$ cat src/rtl/uart_rx_pkg.sv
package uart_rx_pkg;
  typedef enum logic [2:0] {S_IDLE, S_START, S_DATA, S_PAR, S_STOP} rx_state_t;

  typedef struct packed {
    logic ovr;
    logic perr;
    logic ferr;
  } rx_flags_t;

  localparam logic [1:0] ADDR_CTRL = 2'd0;
  localparam logic [1:0] ADDR_STAT = 2'd1;
  localparam logic [1:0] ADDR_DATA = 2'd2;
endpackage

$ cat src/rtl/uart_rx_sampler.sv
module uart_rx_sampler
  import uart_rx_pkg::*;
#(
  parameter int DATA_W = 8,
  parameter int OSR    = 16,
  localparam int CW    = $clog2(OSR),
  localparam int BW    = $clog2(DATA_W)
) (
  input  logic              clk,
  input  logic              rst_n,
  input  logic              tick,
  input  logic              rxd,
  input  logic [BW-1:0]     len_m1,
  input  logic              par_en,
  input  logic              par_even,
  output logic              done,
  output logic [DATA_W-1:0] data,
  output logic              perr,
  output logic              ferr
);
  localparam logic [CW-1:0] MID  = CW'(OSR/2 - 1);
  localparam logic [CW-1:0] LAST = CW'(OSR - 1);

  rx_state_t         st;
  logic              rx_m, rx_s, prev, pbit;
  logic [CW-1:0]     cnt;
  logic [BW-1:0]     bitn;
  logic [DATA_W-1:0] sh;

  always_ff @(posedge clk) begin
    if (!rst_n) begin
      rx_m <= 1'b1;
      rx_s <= 1'b1;
    end else begin
      rx_m <= rxd;
      rx_s <= rx_m;
    end
  end

  always_ff @(posedge clk) begin
    if (!rst_n) begin
      st   <= S_IDLE;
      prev <= 1'b1;
      pbit <= 1'b0;
      cnt  <= '0;
      bitn <= '0;
      sh   <= '0;
      done <= 1'b0;
      data <= '0;
      perr <= 1'b0;
      ferr <= 1'b0;
    end else begin
      done <= 1'b0;
      if (tick) begin
        prev <= rx_s;
        case (st)
          S_IDLE: if (prev && !rx_s) begin
            st  <= S_START;
            cnt <= '0;
          end
          S_START: if (cnt == MID) begin
            cnt <= '0;
            if (rx_s) st <= S_IDLE;
            else begin
              st   <= S_DATA;
              bitn <= '0;
              sh   <= '0;
            end
          end else cnt <= cnt + 1'b1;
          S_DATA: if (cnt == LAST) begin
            cnt      <= '0;
            sh[bitn] <= rx_s;
            if (bitn == len_m1) st <= par_en ? S_PAR : S_STOP;
            else bitn <= bitn + 1'b1;
          end else cnt <= cnt + 1'b1;
          S_PAR: if (cnt == LAST) begin
            cnt  <= '0;
            pbit <= rx_s;
            st   <= S_STOP;
          end else cnt <= cnt + 1'b1;
          S_STOP: if (cnt == LAST) begin
            cnt  <= '0;
            st   <= S_IDLE;
            done <= 1'b1;
            data <= sh;
            ferr <= !rx_s;
            perr <= par_en & ((^sh) ^ pbit ^ !par_even);
          end else cnt <= cnt + 1'b1;
          default: st <= S_IDLE;
        endcase
      end
    end
  end

  // a start bit that is high at its midpoint sends the receiver back to idle
  p_noise_reject_r11: assert property (@(posedge clk) disable iff (!rst_n)
    (st == S_START && tick && cnt == MID && rx_s) |=> (st == S_IDLE));

  // the bits above the configured length are zero
  p_justify_r2: assert property (@(posedge clk) disable iff (!rst_n)
    done |-> ((data >> ({1'b0, len_m1} + 1'b1)) == '0));
endmodule

$ cat src/rtl/uart_rx_buffer.sv
module uart_rx_buffer
  import uart_rx_pkg::*;
#(
  parameter int DATA_W = 8
) (
  input  logic              clk,
  input  logic              rst_n,
  input  logic              done,
  input  logic [DATA_W-1:0] din,
  input  logic              perr_in,
  input  logic              ferr_in,
  input  logic              take,
  output logic              full,
  output logic [DATA_W-1:0] data_q,
  output rx_flags_t         flags_q
);
  logic ovr_pend;

  always_ff @(posedge clk) begin
    if (!rst_n) begin
      full     <= 1'b0;
      ovr_pend <= 1'b0;
      data_q   <= '0;
      flags_q  <= '0;
    end else if (full) begin
      if (take) full <= 1'b0;
      if (done) ovr_pend <= 1'b1;
    end else if (done) begin
      data_q   <= din;
      flags_q  <= '{ovr: ovr_pend, perr: perr_in, ferr: ferr_in};
      full     <= 1'b1;
      ovr_pend <= 1'b0;
    end
  end

  p_capture_r3: assert property (@(posedge clk) disable iff (!rst_n)
    (!full && done) |=> full);

  p_read_clears_r5: assert property (@(posedge clk) disable iff (!rst_n)
    (full && take) |=> !full);

  p_frozen_r6: assert property (@(posedge clk) disable iff (!rst_n)
    (full && !take) |=> (full && $stable(data_q) && $stable(flags_q)));

  p_overrun_r7: assert property (@(posedge clk) disable iff (!rst_n)
    (full && done) |=> ovr_pend);
endmodule

$ cat src/rtl/uart_rx_latched.sv
module uart_rx_latched
  import uart_rx_pkg::*;
#(
  parameter int DATA_W = 8,
  parameter int OSR    = 16
) (
  input  logic       clk,
  input  logic       rst_n,
  input  logic       tick16,
  input  logic       rxd,
  input  logic [1:0] reg_addr,
  input  logic       reg_rd,
  input  logic       reg_wr,
  input  logic [7:0] reg_wdata,
  output logic [7:0] reg_rdata,
  output logic       irq
);
  localparam int          BW        = $clog2(DATA_W);
  localparam logic [7:0]  CTRL_MASK = 8'h3E;
  localparam logic [7:0]  CTRL_RST  = 8'h18;

  logic [7:0]        ctrl_q;
  logic              done, perr, ferr, full, take;
  logic [DATA_W-1:0] s_data, b_data;
  logic [BW-1:0]     len_m1;
  rx_flags_t         flags;

  always_ff @(posedge clk) begin
    if (!rst_n) ctrl_q <= CTRL_RST;
    else if (reg_wr && reg_addr == ADDR_CTRL) ctrl_q <= reg_wdata & CTRL_MASK;
  end

  assign len_m1 = BW'(4 + int'(ctrl_q[4:3]));
  assign take   = reg_rd && (reg_addr == ADDR_DATA);
  assign irq    = full && ctrl_q[5];

  uart_rx_sampler #(.DATA_W(DATA_W), .OSR(OSR)) u_sampler (
    .clk(clk), .rst_n(rst_n), .tick(tick16), .rxd(rxd),
    .len_m1(len_m1), .par_en(ctrl_q[2]), .par_even(ctrl_q[1]),
    .done(done), .data(s_data), .perr(perr), .ferr(ferr));

  uart_rx_buffer #(.DATA_W(DATA_W)) u_buffer (
    .clk(clk), .rst_n(rst_n), .done(done), .din(s_data),
    .perr_in(perr), .ferr_in(ferr), .take(take),
    .full(full), .data_q(b_data), .flags_q(flags));

  always_comb begin
    case (reg_addr)
      ADDR_CTRL: reg_rdata = ctrl_q;
      ADDR_STAT: reg_rdata = {full, flags.ovr, flags.perr, flags.ferr, 4'b0};
      ADDR_DATA: reg_rdata = 8'(b_data);
      default:   reg_rdata = 8'h00;
    endcase
  end

  // the interrupt is gone the cycle after the word is consumed
  p_irq_drop_r4: assert property (@(posedge clk) disable iff (!rst_n)
    take |=> !irq);

  // the reserved control bit stays zero
  p_ctrl_rsvd_r12: assert property (@(posedge clk) disable iff (!rst_n)
    ctrl_q[0] == 1'b0);
endmodule

$ cat config.mk
export PLATFORM = sky130hd
export DESIGN_NAME = uart_rx_latched
export DESIGN_NICKNAME = d
export VERILOG_FILES = /design/src/rtl/uart_rx_pkg.sv /design/src/rtl/uart_rx_sampler.sv /design/src/rtl/uart_rx_buffer.sv /design/src/rtl/uart_rx_latched.sv
export SDC_FILE = /design/constraint.sdc
export NUM_CORES = 1
export LEC_CHECK = 0
export BUFFER_PORTS_ARGS = -buffer_cell sky130_fd_sc_hd__buf_2
export CAP_MARGIN = 20
export CORE_ASPECT_RATIO = 0.9
export CORE_MARGIN = 3
export CORE_UTILIZATION = 50
export CTS_BUF_LIST = sky130_fd_sc_hd__clkbuf_16
export DETAILED_ROUTE_END_ITERATION = 10
export GPL_ROUTABILITY_DRIVEN = 0
export PLACE_DENSITY = 0.69
export REMOVE_ABC_BUFFERS = 1
export SYNTH_ARGS = -nofsm -noshare
export SYNTH_HDL_FRONTEND = slang
export SYNTH_SLANG_ARGS = --single-unit
$ cat constraint.sdc
create_clock -name clk -period 3.8 [get_ports clk]
set_clock_uncertainty 0.1 [all_clocks]
set_input_delay 0.76 -clock clk [delete_from_list [all_inputs] [get_ports clk]]
set_output_delay 0.76 -clock clk [all_outputs]
set_load 0.05 [all_outputs]
* Yosys cells after proc, flatten, opt, wreduce, memory -nomap -nowiden *
Index checks and enable logic that the tools add are counted.

operators by class
  reductions and logical operators = 21
  magnitude comparators = 2
  multiplexer cells = 33
  add/subtract/negate cells = 3
  eq/ne operators = 17
  bitwise logic cells = 4

operators by type and width
  kind                                                count
  two-way mux 3 bit                                   11
  two-way mux 8 bit                                   3
  one-hot mux 8 bit (3 select lines)                  1
  one-hot mux 8 bit (2 select lines)                  1
  one-hot mux 3 bit (5 select lines)                  1
  two-way mux 4 bit                                   3
  != test 2 x 1 -> 1 bit, second input constant       6
  one-hot mux 4 bit (3 select lines)                  1
  AND reduction 3 bit                                 4
  bitwise mux 8 bit                                   1
  two-way mux 1 bit                                   8
  XOR reduction 8 bit                                 1
  AND reduction 7 bit                                 1
  == test 3 x 2 -> 1 bit, second input constant       2
  one-hot mux 3 bit (2 select lines)                  1
  AND reduction 6 bit                                 1
  logical AND 1 bit                                   5
  AND reduction 5 bit                                 1
  adder 4 x 1 -> 4 bit, second input constant         1
  == test 4 x 3 -> 1 bit, second input constant       1
  == test 4 bit, second input constant                1
  < comparator 3 x 4 -> 1 bit, second input constant  1
  != test 2 bit, second input constant                2
  adder 3 x 1 -> 3 bit, second input constant         1
  19 further kinds                                    21

word-level totals
  input port bits = 16
  register bits = 51

* Depth between registers and ports, before layout *
  depth in word-level cells = 7
  mapped depth = 6
  depth with buffers taken out = 5

* Hierarchy *
From an unflattened synthesis, not the netlist that was laid out.

second synthesis, totals
  cell total of the unflattened synthesis = 290
  area total of the unflattened synthesis = 2615.0 um^2

by module, submodules not included
  module           area each (um^2)  times used  cells each
  uart_rx_sampler  1707.9            1           194
  uart_rx_buffer   529.3             1           54
  uart_rx_latched  377.9             1           42

* Least setup slack after synthesis *
OpenSTA, ideal clock, no wires.

  kind = input to output
  start point = in reg_addr[1]
  end point = out reg_rdata[4]
  required time = 2940 ps
  arrival time = 2292 ps
  stages on the path = 3
  path buffers = 1
  slack = 648 ps
  cells stage by stage = clkbuf_1 > mux2i_1 > o21ai_0

between the ends
  word-level cells in the longest chain between the ends = 2
  elaborated cells on any way between the ends = 4
  classes of those cells = eq/ne (2); mux (1); reduce/logical (1)

RTL lines
  element                                      RTL line               RTL
  start, declared                              uart_rx_latched.sv:11  input logic [1:0] reg_addr,
  == test 2 bit, or another cell as far along  uart_rx_latched.sv:48  case (reg_addr)
  one-hot mux 8 bit (3 select lines) (*)       uart_rx_latched.sv:48
  end, declared                                uart_rx_latched.sv:15  output logic [7:0] reg_rdata,

Every way passes the cells marked *; elsewhere a longest branch is shown, timed or not.

* Worst setup path after layout *
  start point = in reg_addr[1]
  end point = out reg_rdata[7]

Same word-level chain as after synthesis.

==> impl_metrics.yaml <==
status:
  run_status: "complete, no violations"
power_and_ir_drop:
  p_switching_mw: 0.270
  p_leak_nw: 1.00
  pwr-share-seq_pct: 48.3
  switching_share_pct: 23.3
  ir_drop_uv: 290
  p_clk_share_pct: 42.9
  combinationalPowerShare_pct: 8.8
  cell_internal_pwr_mw: 0.889
  p_total_mw: 1.16
  powerDensity_mw_per_mm2: 422
logic_synthesis:
  synth-compound-area-share_pct: 20.1
  synth.distinct_cells: 55
  async_flop_share_pct: 0
  syn_inst: 286
  yosys.area_share.simple_pct: 25.2
  synth_top_family_by_area: "simple AND/OR/NAND/NOR gates"
  ys_warn_count: 0
  synth_xor_area_share_pct: 3.75
  synth_area_per_cell_um2: 8.62
  synth.area.mux_share_pct: 4.87
  synth-adder-area-share_pct: 1.01
  ys_ff_latch: 51
  synth_edf_count: 0
  ys_seq_area_share_pct: 41.4
  synthFlopType: "dfxtp_1"
  netlist_area_mm2: 0.00247
run:
  max_cap_viol_count: 0
setup_path:
  critPathRequiredTime_ps: 2940
  critPathLaunch: "reg_addr[1]"
  start_kind: "input port"
  cp-end-kind: "output port"
  cp_max_fo: 8
  cp.arrival_ps: 1740
  reg2reg_from: "u_sampler.st[0]$_SDFFE_PN0P_"
  criticalPathCategory: "in2out"
cells_and_area:
  area_delta_synth_final_pct: 11.3
  multi_input_area_mm2: 0.00136
  drive_gt1_share_pct: 12.4
  regArea_mm2: 0.00102
  num_antenna_cells: 0
  final_nets: 316
  fillers: 433
sta:
  period_needed_ps: 2600
  slew_headroom_pct: 48.4
  setup_viol: 0
  grt_setup_unrepaired: "no"
  fin_setup_tns_ps: 0
  timing.final.max_slew_violations: 0
  clock.fmax_mhz: 384
  tightest_slew_ps: 773
  timing.final.crit_share_pct: 68.5
  hold_violations: 0
route:
  drt_iter0_drc: 165
  wl_per_cell_um: 14.6
  via_count: 2064
  drc: 0
  viasPerCell: 5.72
  ant_nets: 0
  drt-total-wl_um: 5270
  drt_first_pass_iters: 4
global_routing:
  grt_max_degree: 38
  antenna_found_initial: 0
  grt_pass1_vias: 1847
  grt-ovfl-total: 0
  track_usage_pct: 19.4
  grt_pass1_wl_um: 8860
floorplan:
  design.die.area_mm2: 0.00581
  core_region_area_mm2: 0.00460
  start_util_pct: 53.6
  dieWidth_um: 80.0
  row_count: 23
  io_pins: 25
  die_h_um: 72.6
clocking:
  hold_buffers: 0
  root_buffer: "clkbuf_16"
  clockBufferDepth: 2
  cts_made_buffers: 5
  cts-resized-gates: 0
  path_clk_slew_ps: 60
  htreeDepth: 2
  clk_latency_ps: 290
  cts_tree: "yes"
  cts.sinks: 51
  post_cts_buffers: 0
min_path:
  holdCritStartpoint: "u_sampler.rx_m$_SDFF_PN1_"
  holdCritPathClass: "reg2reg"
placement:
  hpwlAfterDp_um: 3550
  io_buffers: 21
## per-stage QoR
stage	utilization, %	std cells	hold WS (ps)	setup slack, ps	instance area, µm²
global placement	56.1	353	289	1180	2580
CTS	59.6	361	313	1180	2750
floorplan	-	269	286	992	2390
detailed placement	56.1	353	297	1180	2580
finish	59.6	361	308	1200	2750
global route	59.6	361	332	1100	2750
## cell type report
class / count / share of cell area (%)
sequential: 51 / 37.2
inverter: 4 / 0.547
timing repair buffer: 22 / 4.10
clock inverter: 3 / 1.41
multi-input combinational: 214 / 49.4
clock buffer: 5 / 4.56
tap: 62 / 2.83
## routing by layer
metal,GRT usage (%),up-vias,wire length [µm]
li1,-,1056,-
met1,27.4,960,2550
met2,29.0,44,2400
met3,5.56,4,268
met4,5.07,0,48
met5,0,-,0
## worst paths after layout
check | end | slack (ps) | depth (start not counted)
hold / removal | u_sampler.rx_s$_SDFF_PN1_ | 310 | 1
hold reg to reg | u_sampler.rx_s$_SDFF_PN1_ | 310 | 1
setup / recovery | reg_rdata[7] | 1200 | 4
setup reg to reg | u_sampler.sh[4]$_SDFFE_PN0P_ | 1530 | 4
## power groups by stage
stage,registers (mW),clock network [mW],logic (mW)
after floorplan,0.567,0,0.0723
after global routing,0.562,0.529,0.112
after detailed placement,0.572,0,0.101
after global placement,0.572,0,0.100
after CTS,0.560,0.507,0.102
final,0.560,0.498,0.102
## kinds of logic (layout without fill, tap and decap cells)
family                     after synthesis  after routing
DFF                                     51             51
and+or+nand+nor                        120            120
AOI/OAI and AO/OA                       71             71
adders and majority gates                2              2
muxes                                   12             12
buffers and inverters                   21             34
xor gates and xnor gates                 9              9
## worst max-delay path, stage by stage
cell and delay, ps:
buf_2 230, nor2b_1 320, a22o_1 180, buf_2 250
## cells in the mapped netlist, drive strengths merged, types with 4 or more instances
library cell  count  area, µm²
xnor2             5       43.8
a41o              4       40.0
a21oi            27        143
nor2             19       71.3
a32oi             4       35.0
a211oi            4       47.5
nor3              5       25.0
nor2b             5       31.3
buf               4       26.3
mux2i            12        120
nand2            52        195
and4b             4       40.0
o21ai             9       45.0
nand4             4       25.0
dfxtp            51       1020
a22oi             4       30.0
clkbuf           13       48.8
## cells in the final DEF, fill, tap and decap left out, types with 3 or more instances in the layout
cell type	n
a21oi_1	25
a22oi_1	4
a32oi_1	4
a41o_1	4
and2_1	3
and4b_1	4
buf_2	21
clkbuf_16	5
dfxtp_1	51
inv_1	3
mux2i_1	12
nand2_1	52
nand2b_1	3
nand3_1	3
nand4_1	4
nor2_1	19
nor2b_1	5
nor3_1	5
nor4_1	3
o2111ai_1	3
o21ai_0	5
o21ai_1	4
or3_1	3
xnor2_1	5
xor2_1	3
## registers in the layout (all words and copies together) (netlist names)
| name | flops |
|---|---|
| u_sampler.prev | 1 |
| u_sampler.st | 3 |
| u_buffer.flags_q | 3 |
| ctrl_q | 5 |
| u_buffer.ovr_pend | 1 |
| u_sampler.pbit | 1 |
| u_sampler.cnt | 4 |
| u_sampler.data | 8 |
| u_sampler.rx_m | 1 |
| u_sampler.done | 1 |
| u_buffer.full | 1 |
| u_sampler.bitn | 3 |
| u_sampler.rx_s | 1 |
| u_sampler.sh | 8 |
| u_sampler.perr | 1 |
| u_buffer.data_q | 8 |
| u_sampler.ferr | 1 |
(Power assumes the default switching activity.)
